==> src/rtl/hzd_sb_pkg.sv <==
package hzd_sb_pkg;

    localparam int REG_IDX_W  = 5;
    localparam int NUM_PROBES = 3;

    // optional register tag: valid flag plus index
    typedef struct packed {
        logic                 vld;
        logic [REG_IDX_W-1:0] idx;
    } rtag_t;

    typedef enum logic [1:0] {
        PRB_SRC_A = 2'd0,
        PRB_SRC_B = 2'd1,
        PRB_DST   = 2'd2
    } probe_sel_e;

    // hit only when both tags are present and name the same register
    function automatic logic tag_hit(input rtag_t stored, input rtag_t probe);
        return stored.vld && probe.vld && (stored.idx == probe.idx);
    endfunction

endpackage

==> src/rtl/hzd_sb_queue.sv <==
module hzd_sb_queue
    import hzd_sb_pkg::*;
#(
    parameter int DEPTH = 2
) (
    input  logic                           clk,
    input  logic                           rst,
    input  logic                           ins_en,
    input  rtag_t                          ins_tag,
    input  logic                           rem_en,
    output rtag_t [DEPTH-1:0]              ent,
    output logic  [DEPTH-1:0]              live,
    output logic                           full,
    output logic                           empty,
    output logic  [$clog2(DEPTH+1)-1:0]    count,
    output logic                           err
);
    localparam int PTR_W = (DEPTH > 1) ? $clog2(DEPTH) : 1;
    localparam int CNT_W = $clog2(DEPTH + 1);
    localparam logic [CNT_W-1:0] CNT_MAX = CNT_W'(DEPTH);
    localparam logic [PTR_W-1:0] PTR_LAST = PTR_W'(DEPTH - 1);

    logic [PTR_W-1:0] head_q, tail_q;
    logic [CNT_W-1:0] count_q;
    logic [DEPTH-1:0] occ_q;
    rtag_t [DEPTH-1:0] tag_q;
    logic err_q;

    logic rem_go, ins_go, bad_rem, bad_ins;
    logic [DEPTH-1:0] retire_mask;

    function automatic logic [PTR_W-1:0] ptr_inc(input logic [PTR_W-1:0] p);
        return (p == PTR_LAST) ? '0 : p + 1'b1;
    endfunction

    assign full   = (count_q == CNT_MAX);
    assign empty  = (count_q == '0);
    assign rem_go = rem_en && !empty;
    assign ins_go = ins_en && (!full || rem_go);
    assign bad_rem = rem_en && empty;
    assign bad_ins = ins_en && full && !rem_go;

    always_comb begin
        retire_mask = '0;
        if (rem_go) retire_mask[head_q] = 1'b1;
    end

    // retiring entry is already gone from the searches' point of view
    assign live  = occ_q & ~retire_mask;
    assign ent   = tag_q;
    assign count = count_q;
    assign err   = err_q;

    always_ff @(posedge clk) begin
        if (rst) begin
            head_q  <= '0;
            tail_q  <= '0;
            count_q <= '0;
            occ_q   <= '0;
            tag_q   <= '0;
            err_q   <= 1'b0;
        end else begin
            err_q <= bad_rem || bad_ins;
            if (rem_go) begin
                occ_q[head_q] <= 1'b0;
                head_q        <= ptr_inc(head_q);
            end
            if (ins_go) begin
                occ_q[tail_q] <= 1'b1;
                tag_q[tail_q] <= ins_tag;
                tail_q        <= ptr_inc(tail_q);
            end
            case ({ins_go, rem_go})
                2'b10:   count_q <= count_q + 1'b1;
                2'b01:   count_q <= count_q - 1'b1;
                default: count_q <= count_q;
            endcase
        end
    end

    assert_count_bound_R2: assert property (@(posedge clk) disable iff (rst)
        count_q <= CNT_MAX);

    assert_occ_agree_R2: assert property (@(posedge clk) disable iff (rst)
        $countones(occ_q) == int'(count_q));

    assert_full_drop_R9: assert property (@(posedge clk) disable iff (rst)
        (ins_en && full && !rem_en) |=> (count_q == $past(count_q)) && err_q);

    assert_empty_drop_R10: assert property (@(posedge clk) disable iff (rst)
        (rem_en && empty && !ins_en) |=> (count_q == '0) && err_q);

endmodule

==> src/rtl/hzd_sb_match.sv <==
module hzd_sb_match
    import hzd_sb_pkg::*;
#(
    parameter int DEPTH = 2
) (
    input  rtag_t [DEPTH-1:0] ent,
    input  logic  [DEPTH-1:0] live,
    input  rtag_t             probe,
    output logic              hit
);
    logic [DEPTH-1:0] slot_hit;

    for (genvar s = 0; s < DEPTH; s++) begin : g_slot
        assign slot_hit[s] = live[s] && tag_hit(ent[s], probe);
    end

    assign hit = |slot_hit;

endmodule

==> src/rtl/hzd_scoreboard.sv <==
module hzd_scoreboard
    import hzd_sb_pkg::*;
#(
    parameter int DEPTH = 2
) (
    input  logic                         clk,
    input  logic                         rst,
    input  logic                         ins_en,
    input  logic                         ins_dst_vld,
    input  logic [4:0]                   ins_dst_idx,
    input  logic                         rem_en,
    input  logic                         prb_a_vld,
    input  logic [4:0]                   prb_a_idx,
    input  logic                         prb_b_vld,
    input  logic [4:0]                   prb_b_idx,
    input  logic                         prb_w_vld,
    input  logic [4:0]                   prb_w_idx,
    output logic                         hit_src_a,
    output logic                         hit_src_b,
    output logic                         hit_dst,
    output logic                         stall,
    output logic                         sb_full,
    output logic                         sb_empty,
    output logic [$clog2(DEPTH+1)-1:0]   sb_count,
    output logic                         sb_err
);
    rtag_t [DEPTH-1:0]      ent;
    logic  [DEPTH-1:0]      live;
    rtag_t [NUM_PROBES-1:0] probes;
    logic  [NUM_PROBES-1:0] hits;
    rtag_t                  ins_tag;

    assign ins_tag = '{vld: ins_dst_vld, idx: ins_dst_idx};
    assign probes[PRB_SRC_A] = '{vld: prb_a_vld, idx: prb_a_idx};
    assign probes[PRB_SRC_B] = '{vld: prb_b_vld, idx: prb_b_idx};
    assign probes[PRB_DST]   = '{vld: prb_w_vld, idx: prb_w_idx};

    hzd_sb_queue #(.DEPTH(DEPTH)) u_queue (
        .clk     (clk),
        .rst     (rst),
        .ins_en  (ins_en),
        .ins_tag (ins_tag),
        .rem_en  (rem_en),
        .ent     (ent),
        .live    (live),
        .full    (sb_full),
        .empty   (sb_empty),
        .count   (sb_count),
        .err     (sb_err)
    );

    for (genvar p = 0; p < NUM_PROBES; p++) begin : g_probe
        hzd_sb_match #(.DEPTH(DEPTH)) u_match (
            .ent   (ent),
            .live  (live),
            .probe (probes[p]),
            .hit   (hits[p])
        );
    end

    assign hit_src_a = hits[PRB_SRC_A];
    assign hit_src_b = hits[PRB_SRC_B];
    assign hit_dst   = hits[PRB_DST];
    assign stall     = |hits;

    assert_invalid_probe_R3: assert property (@(posedge clk) disable iff (rst)
        (!prb_a_vld |-> !hit_src_a) and (!prb_b_vld |-> !hit_src_b)
        and (!prb_w_vld |-> !hit_dst));

    assert_empty_no_stall_R6: assert property (@(posedge clk) disable iff (rst)
        sb_empty |-> !stall);

endmodule

==> config.mk <==
export PLATFORM = sky130hd
export DESIGN_NAME = hzd_scoreboard
export DESIGN_NICKNAME = d
export VERILOG_FILES = /design/src/rtl/hzd_sb_pkg.sv /design/src/rtl/hzd_sb_queue.sv /design/src/rtl/hzd_sb_match.sv /design/src/rtl/hzd_scoreboard.sv
export SDC_FILE = /design/constraint.sdc
export NUM_CORES = 1
export LEC_CHECK = 0
export ABC_CLOCK_PERIOD_IN_PS = 2100
export BUFFER_PORTS_ARGS = -buffer_cell sky130_fd_sc_hd__buf_2
export CORE_MARGIN = 8
export CORE_UTILIZATION = 50
export CTS_CLUSTER_DIAMETER = 200
export DETAILED_ROUTE_END_ITERATION = 10
export PLACE_DENSITY = 0.78
export SYNTH_ARGS = -nofsm -noshare
export SYNTH_HDL_FRONTEND = slang
export SYNTH_HIERARCHICAL = 1
export SYNTH_SLANG_ARGS = --single-unit
==> constraint.sdc <==
create_clock -name clk -period 2.1 [get_ports clk]
set_input_delay 0.21 -clock clk [delete_from_list [all_inputs] [get_ports clk]]
set_output_delay 0.21 -clock clk [all_outputs]
set_load 0.01 [all_outputs]
==> flow_metrics.tcl <==
set metrics [dict create \
    cts_buffer_depth 2 \
    crit_family "simple AND/OR/NAND/NOR gates" \
    vias 1093 \
    cts_buffers 3 \
    synth.top_cells.by_area "dfxtp_1 32%, xnor2_1 23%, nand2b_1 7.9%" \
    cp.arrival_ns 1.76 \
    drc 0 \
    syn_avg_cell_area_um2 8.56 \
    worstMarginPinSlew_ns 0.735 \
    fillers 206 \
    initial_utilization 0.533 \
    synth_most_common_cell "xnor2_1" \
    vias_per_cell 5.31 \
    num_rows 17 \
    coreArea_um2 2230 \
    required_ns 1.89 \
    drv_slew 0 \
    ys_warn_count 6 \
    final_cells 206 \
    path_class "reg -> out" \
    grt_max_degree 26 \
    dp_cells 200 \
    io_buffers 36 \
    fin_ws_ns 0.128 \
    synthesis.nets 168 \
    track_usage 0.147 \
    dieArea_um2 4200 \
    drt_iter0_markers 31 \
    cpMaxStageDelayCell "dfxtp_2" \
    relSlewSlack 0.509 \
    cellPowerDensity_nw_per_um2 755 \
    skew_ns 0.00169 \
    synthArstFlopShare 0 \
    synth_fa_ha_area_frac 0.0105 \
    peakVddDrop_v 0.000539 \
    power_leakage_nw 0.579 \
    synthesis.area_um2 1190 \
    whs_ns 0.183 \
    grt_pass1_wl_um 5060 \
    seq_area_frac_synth 0.320 \
    hpwl_um 2410 \
    setup_viol 0 \
    clk_latency_ns 0.30 \
    critPathBufInv 2 \
    final.period_utilization 0.939 \
    ios 37 \
    gp_congestion 0.814 \
    final_layout_size_suffix_gt1_frac 0.258 \
    cts_tree "yes" \
    dr.pass1.iters 4 \
    antenna_found_initial 0 \
    synthMuxAreaShare 0.0505 \
    synth_common_cells "31 x xnor2_1, 19 x dfxtp_1, 17 x o21ai_0, 15 x nand2b_1, 12 x nand4_1" \
    synth.distinct_cells 24 \
    fmax_mhz 507 \
    synth_simple_gate_area_frac 0.237 \
    cts.sink_count 19 \
    worstPathMaxFanout 4 \
    ant_nets 0 \
    end_kind "primary output" \
    worst_setup_path_start_kind "flip-flop" \
    path_common_cell "o21ai_1" \
    wirelength_um 3090 \
    synthFlopType "dfxtp_1" \
    timing.final.hold_violations 0 \
    multi_input_area_um2 771 \
    maxCapViolations 0 \
    cts_htree_levels 1 \
    diodes 0 \
    synth-seq-cells 19 \
    fp.dieW_um 64.8 \
    cts_root_buf "clkbuf_4" \
    synth_top_area_frac 0.320 \
    hold_class "in -> reg" \
    register_area_um2 385 \
    netlist_instances 139 \
    pre_cts_ws_ns 0.245 \
    synth_top_family_by_area "simple AND/OR/NAND/NOR gates" \
    grt_pass1_vias 1143 \
    path_cells "o21ai_1 -> o21ai_1 -> inv_1 -> nand4_1 -> o22ai_1 -> or3_1 -> buf_2" \
    path_clk_slew_ns 0.10 \
    synth_area_leader_cell "dfxtp_1" \
    wl_per_cell_um 15.0 \
    synth_compound_area_frac 0.115 \
    finalSetupTns_ns 0 \
    fin_nets 208 \
    synth-xor-area-share 0.236 \
    area_delta_synth_final_pct 21.0 \
    cpPeakStageDelay_ns 0.36 \
    status "complete, no violations" \
    overflow 0 \
    utilization 0.645 \
    period_minus_slack_ns 1.97 \
    chipHeight_um 64.8 \
    synth_edf_count 0 \
]
[where the power goes]
part,internal [W],total [W],switching [W]
Sequential,0.000421,0.000473,0.0000521
Combinational,0.000207,0.000427,0.000220
Clock,0.0000712,0.000187,0.000116
[cell usage in the layout (no fill, tap or decap)]
cell type	instances
a211oi_1	1
a21oi_1	5
and3_1	1
buf_2	36
buf_4	3
clkbuf_4	3
clkinv_2	1
dfxtp_1	17
dfxtp_2	1
dfxtp_4	1
ha_1	1
inv_1	5
mux2i_1	6
nand2_1	3
nand2b_1	15
nand3_1	1
nand3b_1	1
nand4_1	12
nor2_1	2
nor2b_1	7
nor3b_1	1
o21ai_0	14
o21ai_1	3
o22ai_1	3
or3_1	2
or3b_4	1
xnor2_1	31
xor2_1	1
[path summary, 6_finish.rpt]
check / slack (ns) / from / to / cells after the start
max: 0.13 / u_queue/count[0]$_SDFFE_PP0P_ / stall / 7
min: 0.18 / ins_dst_idx[1] / u_queue/ent[7]$_SDFFE_PP0P_ / 3
max reg2reg: 0.25 / u_queue/count[0]$_SDFFE_PP0P_ / u_queue/count[1]$_SDFFE_PP0P_ / 6
min reg2reg: 0.49 / u_queue/head_q$_SDFFE_PP0P_ / u_queue/head_q$_SDFFE_PP0P_ / 2
[tightest hold or removal path, stage by stage]
cell      delay (ns)
buf_2           0.10
nand2b_1        0.08
mux2i_1         0.07
[what timing repair did]
item	in CTS	in global routing
setup endpoints to repair	1	4
gates resized for setup	3	3
pin swaps	0	1
endpoints found under the hold margin	0	0
hold buffers	0	0
setup buffers	0	2
[cell type report]
cell class | instances | share of cell area
Multi-Input combinational cell | 111 | 0.535
Inverter | 5 | 0.0130
Timing Repair Buffer | 39 | 0.141
Tap cell | 28 | 0.0243
Clock inverter | 1 | 0.00348
Sequential cell | 19 | 0.268
Clock buffer | 3 | 0.0156
[cells by family (layout without fill, tap and decap cells)]
| kind of cell | after synthesis | in the layout |
|---|---|---|
| xor+xnor | 32 | 32 |
| simple gates | 46 | 46 |
| mux | 6 | 6 |
| flops | 19 | 19 |
| fa+ha+maj | 1 | 1 |
| buf+inv | 9 | 48 |
| compound gates | 26 | 26 |
[registers in the layout (all words and copies together) (netlist names)]
name / flops
u_queue/count: 2
u_queue/ent: 12
u_queue/err: 1
u_queue/head_q: 1
u_queue/occ_q: 2
u_queue/tail_q: 1
[per-layer routing]
metal	track usage	routed length, um
met1	0.176	1440
met2	0.246	1370
met3	0.0361	214
met5	0	0
met4	0.0599	62
[stage by stage]
| stage | cell area (um2) | power, W |
|---|---|---|
| 5_1_grt | 1440 | 0.00117 |
| 3_5_place_dp | 1390 | 0.000879 |
| 3_3_place_gp | 1390 | 0.000860 |
| 2_1_floorplan | 1190 | 0.000743 |
| 4_1_cts | 1420 | 0.00107 |
| 6_report | 1440 | 0.00109 |
No activity file was read; power rests on OpenSTA's default activity.
